## src/rtl/rtc_pkg.sv

```systemverilog
package rtc_pkg;
  localparam int FIELD_W    = 8;
  localparam int NUM_FIELDS = 8;
  localparam int IDX_W      = $clog2(NUM_FIELDS);

  // field positions inside a time bank; the address map depends on this order
  localparam int IDX_HUND = 0;
  localparam int IDX_HOUR = 1;
  localparam int IDX_MIN  = 2;
  localparam int IDX_SEC  = 3;
  localparam int IDX_MON  = 4;
  localparam int IDX_DAY  = 5;
  localparam int IDX_YEAR = 6;
  localparam int IDX_DOW  = 7;

  typedef logic [NUM_FIELDS-1:0][FIELD_W-1:0] field_bank_t;

  // command byte bit positions
  localparam int CMD_RUN_BIT  = 3;
  localparam int CMD_FMT_BIT  = 2;
  localparam int CMD_FREQ_LSB = 0;
  localparam int CMD_FREQ_W   = 2;
endpackage

```

## src/rtl/rtc_cmd_reg.sv

```systemverilog
module rtc_cmd_reg #(
  parameter int ADDR_W   = 5,
  parameter int CMD_ADDR = 17
) (
  input  logic                             clk,
  input  logic                             rst_n,
  input  logic                             wr_en_i,
  input  logic [ADDR_W-1:0]                addr_i,
  input  logic [rtc_pkg::FIELD_W-1:0]      wdata_i,
  output logic                             run_o,
  output logic                             fmt24_o,
  output logic [rtc_pkg::CMD_FREQ_W-1:0]   freq_o
);
  import rtc_pkg::*;
  localparam logic [ADDR_W-1:0] HIT_ADDR = ADDR_W'(CMD_ADDR);

  logic hit;
  assign hit = wr_en_i && (addr_i == HIT_ADDR);

  always_ff @(posedge clk or negedge rst_n) begin
    if (!rst_n) begin
      run_o   <= 1'b0;
      fmt24_o <= 1'b0;
      freq_o  <= '0;
    end else if (hit) begin
      run_o   <= wdata_i[CMD_RUN_BIT];
      fmt24_o <= wdata_i[CMD_FMT_BIT];
      freq_o  <= wdata_i[CMD_FREQ_LSB +: CMD_FREQ_W];
    end
  end
endmodule

```

## src/rtl/rtc_cmp_bank.sv

```systemverilog
module rtc_cmp_bank #(
  parameter int NUM = rtc_pkg::NUM_FIELDS,
  parameter int W   = rtc_pkg::FIELD_W
) (
  input  logic                         clk,
  input  logic                         rst_n,
  input  logic                         wr_en_i,
  input  logic [$clog2(NUM)-1:0]       idx_i,
  input  logic [W-1:0]                 wdata_i,
  output logic [NUM-1:0][W-1:0]        cmp_o
);
  for (genvar g = 0; g < NUM; g++) begin : g_byte
    always_ff @(posedge clk or negedge rst_n) begin
      if (!rst_n)
        cmp_o[g] <= '0;
      else if (wr_en_i && (idx_i == g[$clog2(NUM)-1:0]))
        cmp_o[g] <= wdata_i;
    end
  end
endmodule

```

## src/rtl/rtc_hour_step.sv

```systemverilog
module rtc_hour_step (
  input  logic [rtc_pkg::FIELD_W-1:0] hour_i,
  input  logic                        fmt24_i,
  output logic [rtc_pkg::FIELD_W-1:0] hour_o,
  output logic                        day_carry_o
);
  localparam logic [7:0] H24_LAST = 8'd23;
  localparam logic [6:0] H12_ELEV = 7'd11;
  localparam logic [6:0] H12_TOP  = 7'd12;

  logic       pm;
  logic [6:0] h12;
  assign pm  = hour_i[7];
  assign h12 = hour_i[6:0];

  always_comb begin
    hour_o      = hour_i;
    day_carry_o = 1'b0;
    if (fmt24_i) begin
      if (hour_i >= H24_LAST) begin
        hour_o      = '0;
        day_carry_o = 1'b1;
      end else begin
        hour_o = hour_i + 8'd1;
      end
    end else begin
      if (h12 == H12_ELEV) begin
        hour_o      = {~pm, H12_TOP};
        day_carry_o = pm;          // 11 PM rolls to 12 AM: new day
      end else if (h12 >= H12_TOP) begin
        hour_o = {pm, 7'd1};
      end else begin
        hour_o = {pm, h12 + 7'd1};
      end
    end
  end
endmodule

```

## src/rtl/rtc_time_counter.sv

```systemverilog
module rtc_time_counter #(
  parameter int YEAR_BASE = 1968
) (
  input  logic                              clk,
  input  logic                              rst_n,
  input  logic                              tick_i,
  input  logic                              run_i,
  input  logic                              fmt24_i,
  input  logic                              wr_en_i,
  input  logic [rtc_pkg::IDX_W-1:0]         idx_i,
  input  logic [rtc_pkg::FIELD_W-1:0]       wdata_i,
  output rtc_pkg::field_bank_t              tm_o
);
  import rtc_pkg::*;

  localparam logic [1:0] BASE_MOD  = 2'(YEAR_BASE % 4);
  localparam logic [7:0] HUND_LAST = 8'd99;
  localparam logic [7:0] MS_LAST   = 8'd59;
  localparam logic [7:0] MON_LAST  = 8'd12;
  localparam logic [7:0] DOW_LAST  = 8'd6;

  field_bank_t tm_q, tm_d;
  logic        c_sec, c_min, c_hr, c_day, c_mon, c_yr;
  logic [7:0]  hour_nx;
  logic        hour_carry;
  logic [7:0]  dim;

  function automatic logic [7:0] month_len(input logic [7:0] mon, input logic [7:0] yr);
    logic leap;
    leap = ((yr[1:0] + BASE_MOD) == 2'b00);
    case (mon)
      8'd4, 8'd6, 8'd9, 8'd11: month_len = 8'd30;
      8'd2:                    month_len = leap ? 8'd29 : 8'd28;
      default:                 month_len = 8'd31;
    endcase
  endfunction

  rtc_hour_step u_hour (
    .hour_i      (tm_q[IDX_HOUR]),
    .fmt24_i     (fmt24_i),
    .hour_o      (hour_nx),
    .day_carry_o (hour_carry)
  );

  assign dim = month_len(tm_q[IDX_MON], tm_q[IDX_YEAR]);

  always_comb begin
    tm_d  = tm_q;
    c_sec = 1'b0;
    c_min = 1'b0;
    c_hr  = 1'b0;
    c_day = 1'b0;
    c_mon = 1'b0;
    c_yr  = 1'b0;
    if (tick_i && run_i) begin
      c_sec          = tm_q[IDX_HUND] >= HUND_LAST;
      tm_d[IDX_HUND] = c_sec ? 8'd0 : tm_q[IDX_HUND] + 8'd1;
    end
    if (c_sec) begin
      c_min         = tm_q[IDX_SEC] >= MS_LAST;
      tm_d[IDX_SEC] = c_min ? 8'd0 : tm_q[IDX_SEC] + 8'd1;
    end
    if (c_min) begin
      c_hr          = tm_q[IDX_MIN] >= MS_LAST;
      tm_d[IDX_MIN] = c_hr ? 8'd0 : tm_q[IDX_MIN] + 8'd1;
    end
    if (c_hr) begin
      tm_d[IDX_HOUR] = hour_nx;
      c_day          = hour_carry;
    end
    if (c_day) begin
      tm_d[IDX_DOW] = (tm_q[IDX_DOW] >= DOW_LAST) ? 8'd0 : tm_q[IDX_DOW] + 8'd1;
      c_mon         = tm_q[IDX_DAY] >= dim;
      tm_d[IDX_DAY] = c_mon ? 8'd1 : tm_q[IDX_DAY] + 8'd1;
    end
    if (c_mon) begin
      c_yr          = tm_q[IDX_MON] >= MON_LAST;
      tm_d[IDX_MON] = c_yr ? 8'd1 : tm_q[IDX_MON] + 8'd1;
    end
    if (c_yr)
      tm_d[IDX_YEAR] = tm_q[IDX_YEAR] + 8'd1;
    // software write overrides only the field it addresses
    if (wr_en_i)
      tm_d[idx_i] = wdata_i;
  end

  always_ff @(posedge clk or negedge rst_n) begin
    if (!rst_n) begin
      tm_q           <= '0;
      tm_q[IDX_HOUR] <= 8'd12;
      tm_q[IDX_MON]  <= 8'd1;
      tm_q[IDX_DAY]  <= 8'd1;
    end else begin
      tm_q <= tm_d;
    end
  end

  assign tm_o = tm_q;
endmodule

```

## src/rtl/rtc_calendar_core.sv

```systemverilog
module rtc_calendar_core #(
  parameter int ADDR_W    = 5,
  parameter int CMD_ADDR  = 17,
  parameter int YEAR_BASE = 1968
) (
  input  logic              clk,
  input  logic              rst_n,
  input  logic              tick_i,
  input  logic              wr_en_i,
  input  logic [ADDR_W-1:0] addr_i,
  input  logic [7:0]        wdata_i,
  output logic [7:0]        rdata_o,
  output logic              run_o,
  output logic              fmt24_o,
  output logic [1:0]        freq_sel_o
);
  import rtc_pkg::*;

  localparam logic [ADDR_W-1:0] CMP_BASE = ADDR_W'(NUM_FIELDS);
  localparam logic [ADDR_W-1:0] CMP_END  = ADDR_W'(2 * NUM_FIELDS);
  localparam logic [7:0]        UNDEF_RD = 8'hFF;

  field_bank_t                            tm_q;
  logic [NUM_FIELDS-1:0][FIELD_W-1:0]     cmp_q;
  logic                                   in_time, in_cmp;
  logic [IDX_W-1:0]                       idx;

  assign in_time = addr_i < CMP_BASE;
  assign in_cmp  = (addr_i >= CMP_BASE) && (addr_i < CMP_END);
  assign idx     = addr_i[IDX_W-1:0];

  rtc_cmd_reg #(.ADDR_W(ADDR_W), .CMD_ADDR(CMD_ADDR)) u_cmd (
    .clk     (clk),
    .rst_n   (rst_n),
    .wr_en_i (wr_en_i),
    .addr_i  (addr_i),
    .wdata_i (wdata_i),
    .run_o   (run_o),
    .fmt24_o (fmt24_o),
    .freq_o  (freq_sel_o)
  );

  rtc_time_counter #(.YEAR_BASE(YEAR_BASE)) u_time (
    .clk     (clk),
    .rst_n   (rst_n),
    .tick_i  (tick_i),
    .run_i   (run_o),
    .fmt24_i (fmt24_o),
    .wr_en_i (wr_en_i && in_time),
    .idx_i   (idx),
    .wdata_i (wdata_i),
    .tm_o    (tm_q)
  );

  rtc_cmp_bank #(.NUM(NUM_FIELDS), .W(FIELD_W)) u_cmp (
    .clk     (clk),
    .rst_n   (rst_n),
    .wr_en_i (wr_en_i && in_cmp),
    .idx_i   (idx),
    .wdata_i (wdata_i),
    .cmp_o   (cmp_q)
  );

  always_comb begin
    if (in_time)     rdata_o = tm_q[idx];
    else if (in_cmp) rdata_o = cmp_q[idx];
    else             rdata_o = UNDEF_RD;
  end
endmodule

```

## config.mk

```make
export PLATFORM = sky130hd
export DESIGN_NAME = rtc_calendar_core
export DESIGN_NICKNAME = d
export VERILOG_FILES = /design/src/rtl/rtc_pkg.sv /design/src/rtl/rtc_cmd_reg.sv /design/src/rtl/rtc_cmp_bank.sv /design/src/rtl/rtc_hour_step.sv /design/src/rtl/rtc_time_counter.sv /design/src/rtl/rtc_calendar_core.sv
export SDC_FILE = /design/constraint.sdc
export NUM_CORES = 1
export LEC_CHECK = 0
export CAP_MARGIN = 25
export CORE_AREA = 2 2 137 112
export CTS_CLUSTER_DIAMETER = 120
export DETAILED_ROUTE_END_ITERATION = 16
export DIE_AREA = 0 0 139 114
export PLACE_DENSITY = 0.7
export SLEW_MARGIN = 10
export SYNTH_ARGS = -nofsm -noshare
export SYNTH_HDL_FRONTEND = slang
export SYNTH_SLANG_ARGS = --single-unit
```

## constraint.sdc

```tcl
create_clock -name clk -period 2.91 [get_ports clk]
set_input_delay 0.291 -clock clk [delete_from_list [all_inputs] [get_ports clk]]
set_output_delay 0.291 -clock clk [all_outputs]
set_load 0.02 [all_outputs]
```

Word-level counts from Yosys, hierarchy flattened
Cells that the tools add are included.

operators by class
  add/subtract/negate cells = 9
  magnitude comparators = 13
  equal/unequal tests = 14
  muxes and demuxes = 39
  reductions and logical operators = 17
  bitwise logic cells = 1

operator list
  cell                                                                number
  2-to-1 mux 8 bit                                                    22
  adder 8 x 1 -> 8 bit (second input constant)                        8
  bitwise mux 64 bit                                                  1
  2-to-1 mux 64 bit                                                   1
  binary-select mux 8 bit (select 3 bit)                              2
  demux 8 bit (select 3 bit)                                          1
  equality test 8 x 3 -> 1 bit (second input constant)                2
  equality test 8 x 4 -> 1 bit (second input constant)                2
  greater-or-equal comparator 8 x 6 -> 1 bit (second input constant)  2
  one-hot mux 8 bit (2 select lines)                                  1
  logical AND 1 bit                                                   14
  equality test 3 bit (second input constant)                         4
  2-to-1 mux 1 bit                                                    10
  equality test 8 x 2 -> 1 bit (second input constant)                1
  greater-or-equal comparator 8 x 3 -> 1 bit (second input constant)  1
  greater-or-equal comparator 8 x 4 -> 1 bit (second input constant)  1
  greater-or-equal comparator 8 x 5 -> 1 bit (second input constant)  1
  greater-or-equal comparator 8 x 7 -> 1 bit (second input constant)  1
  greater-or-equal comparator 8 bit                                   1
  adder 7 x 1 -> 7 bit (second input constant)                        1
  equality test 7 x 4 -> 1 bit (second input constant)                1
  greater-or-equal comparator 7 x 4 -> 1 bit (second input constant)  1
  2-to-1 mux 7 bit                                                    1
  equality test 3 x 2 -> 1 bit (second input constant)                2
  other kinds (11)                                                    11

word-level totals
  input port bits = 17
  register bits after elaboration = 132
  output and inout bits = 12

Depth between registers and ports, before layout
Gate-level depths: netlist (run 1).

  depth in word-level cells = 10
  depth in mapped cells = 13

Cells and area by module
From an unflattened synthesis (run 1), not the netlist that was laid out.

unflattened totals
  cells, all modules = 741
  area, all modules = 7831.3 um^2

modules (own cells, without submodules)
  module             cells an instance  times used  area an instance (um^2)
  rtc_time_counter   444                1           3779.9
  rtc_cmp_bank       143                1           2452.4
  rtc_calendar_core  98                 1           1068.5
  rtc_hour_step      46                 1           350.3
  rtc_cmd_reg        10                 1           180.2

Worst setup path before layout (run 1)
OpenSTA, ideal clock, no wires.

  path type = reg2reg
  start = reg u_time.tm_q, in the netlist u_time.tm_o[36]
  end = reg u_time.tm_q, in the netlist u_time.tm_o[53]
  path buffers = 1
  path slack = 0.254 ns
  data arrival time = 2.574 ns
  period minus slack after synthesis = 2.656 ns
  required time = 2.828 ns
  stages on the path, launching flop included = 10
  cell sequence = dfrtp_1 > nor4_1 > nand4_1 > ha_1 > nand2b_1 > a21oi_1 > or2_2 > buf_2 > or4_1 > a31oi_1

RTL lines
  item                    RTL line                text
  start, declared         rtc_time_counter.sv:22  field_bank_t tm_q, tm_d;
  start signal, assigned  rtc_time_counter.sv:94  tm_q <= tm_d;

Worst setup path in the final report (run 1)
  start = reg u_time.tm_q, in the netlist u_time.tm_o[36]
  end = out rdata_o[4]

between the ends
  cells in the longest elaborated chain, start to end = 3

ends and longest elaborated chain
  item                                    RTL line                 text
  binary-select mux 8 bit (select 3 bit)  rtc_calendar_core.sv:65  if (in_time) rdata_o = tm_q[idx];
  2-to-1 mux 8 bit (not written as such)  rtc_calendar_core.sv:65
  2-to-1 mux 8 bit                        rtc_calendar_core.sv:65
  end, declared                           rtc_calendar_core.sv:12  output logic [7:0] rdata_o,

Every way passes these cells. The select of a mux whose other input is x is not followed.

==> qor.txt, run 1 <==
Largest cells by area after synthesis -> dfrtp_1 42%, mux4_2 12%, mux2_2 7.7%
# setup viols final -> 0
Final WL -> 22100 µm
Clock Sinks -> 132
Startpoint Class -> flip-flop
Ys async rst share -> 100%
Final nets -> 791
Area grow syn2layout -> 17.4%
Clock buffer depth -> 2
Largest net degree at the start of global routing -> 74
Commonest cells in the netlist -> 128 x dfrtp_1, 68 x nand2_1, 60 x nor2_1
Fmax -> 357 MHz
Yosys top cell by area -> dfrtp_1
DRC errors left -> 0
Core area -> 14600 µm²
Worst EP required -> 2620 ps
Hold Crit Class -> in -> async
Via Count -> 6384
Fin crit share -> 96.3%
Starting Density -> 51.9%
Warnings from Yosys -> 0
Post-Syn Instances -> 700
Final worst slack -> 106 ps
Fin crit period -> 2800 ps
Placer Congestion -> 0.933
R2R Path End -> u_time.tm_o[54]$_DFF_PN0_
FF-to-FF Start -> u_time.tm_o[32]$_DFF_PN1_
Die height -> 114 µm
Max H-tree Level -> 4
Post-DR vias/cell -> 6.66
VDD IR-drop max -> 526 µV
Final ANT Viol Nets -> 0
Pwr dens -> 748 nW/µm²
Post-synthesis cell area -> 7580 µm²
TritonRoute pass-1 iters -> 5
CTS Buf Count -> 17
Non-Filler Instances -> 959
Vias in the first global route -> 6053
Post-synth cell types -> 72
Max-slew violations -> 0
Unrepaired setup endpoints after global routing -> no
First-pass GRT wire length -> 34700 µm
Total track usage -> 28.8%
EDFF count, synth -> 0
CTS tree -> built
DIE WIDTH -> 139 µm
CP endpoint kind -> output pin
Layout cells sized above 1 -> 25.3%
Top_reg_cell synth -> dfrtp_1
Critical path type -> reg -> out
Post-Place Cells -> 919
Crit path launch -> u_time.tm_o[36]$_DFF_PN0_
Initial antenna violation count -> 0
Avg Inst Size Synth -> 10.8 µm²
Latest clock arrival within the worst-skew pair -> 430 ps
Worst Reg2Reg Path Length in Cells -> 10
Leak -> 3.76 nW
Diodes inserted -> 0
Hold_ws -> 422 ps
Starting DRT DRC Count -> 773
Flop2flop setup slack -> 140 ps
Max cap viols -> 0
Final Hold Fails -> 0
Final setup TNS -> 0 ps
Post-layout util -> 60.9%
CTS Root Cell -> clkbuf_16
GR met2 Demand/Resource -> 43.2%
Post-synthesis sequential area ratio -> 43.6%
CP arrival -> 2510 ps
Dpl hpwl -> 15300 µm
Global routing met1 resource utilization -> 41.2%
Top-count cell post-synth -> dfrtp_1
I/O pin total -> 29
Max_slew headroom -> 30.9%
Setup WS pre-CTS -> -9.95 ps
Seq cells post-synth -> 132
Actual slew at the worst max-slew pin -> 1030 ps
Die area -> 15800 µm²
Clock transition at path regs -> 70 ps
Row count -> 40
Outcome -> finished clean
Yosys top cell area share -> 42.3%
WL/cell -> 23.1 µm
Critical Path Fanout Max -> 4
GR Overflow Total -> 0
Number of I/O port buffers -> 28
Net Count, Synth -> 734
Most used routing layer -> met2
Clock Skew -> 8.15 ps
M3 GR Usage -> 7.22%
-- cells in the final DEF, fill, tap and decap left out, drive strengths merged, types with 8 or more instances in the layout --
cell	n
a21oi	10
o21ai	47
buf	50
nand2	68
nor2b	11
dlygate4sd2	8
nor2	60
inv	29
and3	9
mux4	40
clkdlybuf4s50	17
or2	11
nand3	34
o31ai	10
nand4	14
clkbuf	17
dfrtp	128
mux2	52
a31oi	28
ha	17
o22ai	16
-- repair_timing --
action	CTS	global route
cloned	0	1
endpoints found under the hold margin	68	0
buffers inserted	0	6
pin swaps	0	2
hold buffers	1	0
gates resized for setup	9	3
setup endpoints to repair	8	22
-- power by group --
| group | internal (W) | switching (W) |
|---|---|---|
| Combinational | 0.000866 | 0.000894 |
| Sequential | 0.00226 | 0.000473 |
| Clock | 0.00116 | 0.00101 |
| Total | 0.00429 | 0.00237 |
-- worst max-delay path, stage by stage (launching register included) --
cell           delay, ps
dfrtp_1              380
buf_4                150
mux4_2               470
mux4_2               470
or2_1                270
dlygate4sd2_1        340
-- cell families (layout without fill, tap and decap cells) --
logic type,after synthesis,after routing,synth area share [%]
AOI/OAI and AO/OA,144,144,12.5
xor gates and xnor gates,6,6,0.693
adders and majority gates,17,17,2.81
buffers and inverters,58,127,3.78
DFF,132,132,43.6
muxes,94,94,19.9
and+or+nand+nor,249,250,16.7
-- area by class of cell --
| cell class | instances | area, µm² |
|---|---|---|
| Clock buffer | 17 | 425 |
| Clock inverter | 15 | 170 |
| Fill cell | 1154 | 5710 |
| Inverter | 19 | 71.3 |
| Multi-Input combinational cell | 511 | 4010 |
| Sequential cell | 132 | 3310 |
| Tap cell | 189 | 236 |
| Timing Repair Buffer | 76 | 674 |
-- state kept, by name (all words and copies together), names as in the netlist --
name	count
u_cmp.cmp_o	64
u_time.tm_o	64
u_cmd.freq_o	2
u_cmd.fmt24_o	1
u_cmd.run_o	1
-- routing by layer --
metal  routed length [µm]  share of wire, %
met1                 9300                42
met3                 2360                11
met2                 9860                45
met4                  630               2.8
met5                    0                 0
-- per-stage QoR --
step	instance area (µm²)	power, W
after floorplan	7580	0.00373
after global placement	8230	0.00434
after detailed placement	8230	0.00444
after CTS	8830	0.00659
after global routing	8900	0.00696
final	8900	0.00666
-- how the worst max path moves through the flow --
stage	to	slack, ps	cells after the start
2_1_floorplan	u_time.tm_o[53]$_DFF_PN0_	250	9
3_3_place_gp	rdata_o[6]	50	6
3_5_place_dp	rdata_o[4]	-10	6
4_1_cts	u_time.tm_o[43]$_DFF_PN0_	30	10
5_1_grt	u_time.tm_o[54]$_DFF_PN0_	30	8
6_report	rdata_o[4]	110	5
Power figures use the tool's default switching activity.
==> inputs of run 2 (changes only) <==
--- a/config.mk
+++ b/config.mk
@@ -6,12 +6,13 @@
 export NUM_CORES = 1
 export LEC_CHECK = 0
 export CAP_MARGIN = 25
-export CORE_AREA = 2 2 137 112
+export CORE_AREA = 2 2 94 164
 export CTS_CLUSTER_DIAMETER = 120
 export DETAILED_ROUTE_END_ITERATION = 16
-export DIE_AREA = 0 0 139 114
-export PLACE_DENSITY = 0.7
-export SLEW_MARGIN = 10
+export DIE_AREA = 0 0 96 166
+export GPL_ROUTABILITY_DRIVEN = 0
+export PLACE_DENSITY = 0.69
+export SLEW_MARGIN = 30
 export SYNTH_ARGS = -nofsm -noshare
 export SYNTH_HDL_FRONTEND = slang
 export SYNTH_SLANG_ARGS = --single-unit
==> run 2 against run 1 <==
  * Maximum frequency down 2.5%
  * Hold slack got worse by 42 ps
  * Sequential share of layout area grew 0.20 points
  * Non-clock buffer count decreased by 5
  * Cell area is 0.53% lower
  * Total power up 1.5%
  * Routed wire length rose by 6.0%
  * Clock power rose by 4%
  * Register-to-register slack better by 20 ps
  * Via count fell by 0.20%
  * Cell count down 1.3%
  * Critical endpoint is now rdata_o[7]
  * Largest power group unchanged
==> qor.txt, run 2 (synthesized netlist as in run 1, its figures left out) <==
Fmax -> 348 MHz (-2.5%)
Core area -> 14700 µm² (+0.52%)
Flop2flop setup slack -> 160 ps (+20 ps)
Max_slew headroom -> 31.5% (+0.66 points)
Final ANT Viol Nets -> 0 (unchanged)
Hold Crit Class -> in -> reg
Clock Sinks -> 132 (unchanged)
Die height -> 166 µm (+46%)
Final setup TNS -> 0 ps (unchanged)
Max-slew violations -> 0 (unchanged)
Post-Place Cells -> 913 (-0.65%)
Via Count -> 6371 (-0.20%)
CP arrival -> 2580 ps (+70 ps)
Pwr dens -> 763 nW/µm² (+2.0%)
Die area -> 15900 µm² (+0.57%)
Fin crit period -> 2880 ps (+71.7 ps)
Number of I/O port buffers -> 28 (unchanged)
CTS tree -> built
Unrepaired setup endpoints after global routing -> no
# setup viols final -> 0 (unchanged)
Clock transition at path regs -> 60 ps (about the same)
Post-DR vias/cell -> 6.73 (+1.1%)
Critical path type -> reg -> out
Clock buffer depth -> 2 (unchanged)
Max cap viols -> 0 (unchanged)
Most frequent cells in the layout -> 127 x dfrtp_1, 68 x nand2_1, 60 x nor2_1
Placed Area -> 8210 µm² (-0.24%)
CTS Buf Count -> 17 (unchanged)
Final WL -> 23500 µm (+6.0%)
Critical Path Fanout Max -> 3 (-1)
WL/cell -> 24.8 µm (+7.3%)
Clock Skew -> 10.1 ps (+1.97 ps)
CTS Root Cell -> clkbuf_16
I/O pin total -> 29 (unchanged)
Row count -> 59 (+48%)
Vias in the first global route -> 6617 (+9.3%)
Worst EP required -> 2620 ps (about the same)
Actual slew at the worst max-slew pin -> 1020 ps (-9.91 ps)
Fin crit share -> 98.8% (+2.5 points)
Starting DRT DRC Count -> 488 (-37%)
Outcome -> finished clean
Initial antenna violation count -> 0 (unchanged)
WHS Path Cells -> 3
VDD IR-drop max -> 369 µV (-30%)
CP endpoint kind -> output pin
Area grow syn2layout -> 16.8%
First-pass GRT wire length -> 36500 µm (+5.1%)
Dpl hpwl -> 16900 µm (+10%)
R2R Path End -> u_time.tm_o[54]$_DFF_PN0_
GR Overflow Total -> 0 (unchanged)
Diodes inserted -> 0 (unchanged)
Tot Pwr -> 0.00676 W (+1.5%)
Total track usage -> 30.9% (+2.1 points)
Worst Reg2Reg Path Length in Cells -> 10 (unchanged)
Commonest non-fill, non-tap cell in the layout -> dfrtp_1
Startpoint Class -> flip-flop
Latest clock arrival within the worst-skew pair -> 420 ps (about the same)
Starting Density -> 51.6% (-0.27 points)
Final nets -> 785 (-0.76%)
TritonRoute pass-1 iters -> 5 (unchanged)
Layout cells sized above 1 -> 25.1% (-0.19 points)
Largest net degree at the start of global routing -> 71 (-4.1%)
Worst Hold Path EP -> u_time.tm_o[26]$_DFF_PN0_
FF-to-FF Start -> u_time.tm_o[32]$_DFF_PN1_
Leak -> 3.74 nW (-0.49%)
Non-Filler Instances -> 947 (-1.3%)
DIE WIDTH -> 96 µm (-31%)
Hold path start -> wdata_i[2]
Max H-tree Level -> 4 (unchanged)
Final Hold Fails -> 0 (unchanged)
Design area -> 8850 µm² (-0.53%)
DRC errors left -> 0 (unchanged)
run 2: changes by cell type in the layout (fill, tap and decap cells not counted), sizes merged, moves of 2 or more:
cell / change
clkbuf: +2
buf: -2
inv: -11
clkinv: +3
bufinv: +4
clkdlybuf4s50: -2
clkinvlp: +2
run 2: layout make-up:
class / instances / area (µm²)
Clock inverter: 13 / 184
Multi-Input combinational cell: 510 / 4000
Clock buffer: 19 / 433
Fill cell: 1164 / 5840
Sequential cell: 132 / 3310
Tap cell: 183 / 229
Timing Repair Buffer: 71 / 623
Inverter: 19 / 71.3
run 2: worst max path at each step:
stage | from | endpoint | slack, ps
floorplan | u_time.tm_o[36]$_DFF_PN0_ | u_time.tm_o[53]$_DFF_PN0_ | 250
global placement | addr_i[0] | rdata_o[3] | 120
CTS | u_time.tm_o[37]$_DFF_PN0_ | u_time.tm_o[51]$_DFF_PN0_ | 10
finish | u_time.tm_o[55]$_DFF_PN0_ | rdata_o[7] | 30
global route | u_time.tm_o[55]$_DFF_PN0_ | rdata_o[7] | 10
detailed placement | u_time.tm_o[37]$_DFF_PN0_ | u_time.tm_o[51]$_DFF_PN0_ | 30
run 2: critical path, stage by stage (launching register included):
cell             delay (ps)
dfrtp_1                 450
mux4_2                  500
mux4_2                  460
or2_1                   220
clkdlybuf4s50_1         540
run 2: repair_timing:
item,4_1_cts,5_1_grt
resized for setup,8,4
pin swaps,0,1
hold endpoints to repair,60,0
cloned,0,0
setup endpoints to repair,7,17
hold buffers,1,0
setup buffers,0,1
run 2: where the power goes:
| part | switching (W) | internal, W |
|---|---|---|
| Sequential | 0.000513 | 0.00226 |
| Combinational | 0.000881 | 0.000848 |
| Clock | 0.000820 | 0.00143 |
| Total | 0.00221 | 0.00454 |
run 2: metrics by stage:
step / utilization, % / hold WS (ps) / setup slack [ps]
after floorplan: - / -4.59 / 254
after global placement: 55.9 / 317 / 122
after detailed placement: 55.9 / 322 / 28.7
after CTS: 60.1 / 446 / 14.6
after global routing: 60.3 / 397 / 14.0
final: 60.3 / 380 / 34.7
run 2: routing by layer:
layer / track usage, % / share of wire (%) / wire length, µm
met1: 33.2 / 34 / 8070
met2: 51.3 / 52 / 12200
met3: 5.85 / 5.2 / 1220
met4: 24.5 / 8.4 / 1980
met5: 0 / 0 / 0
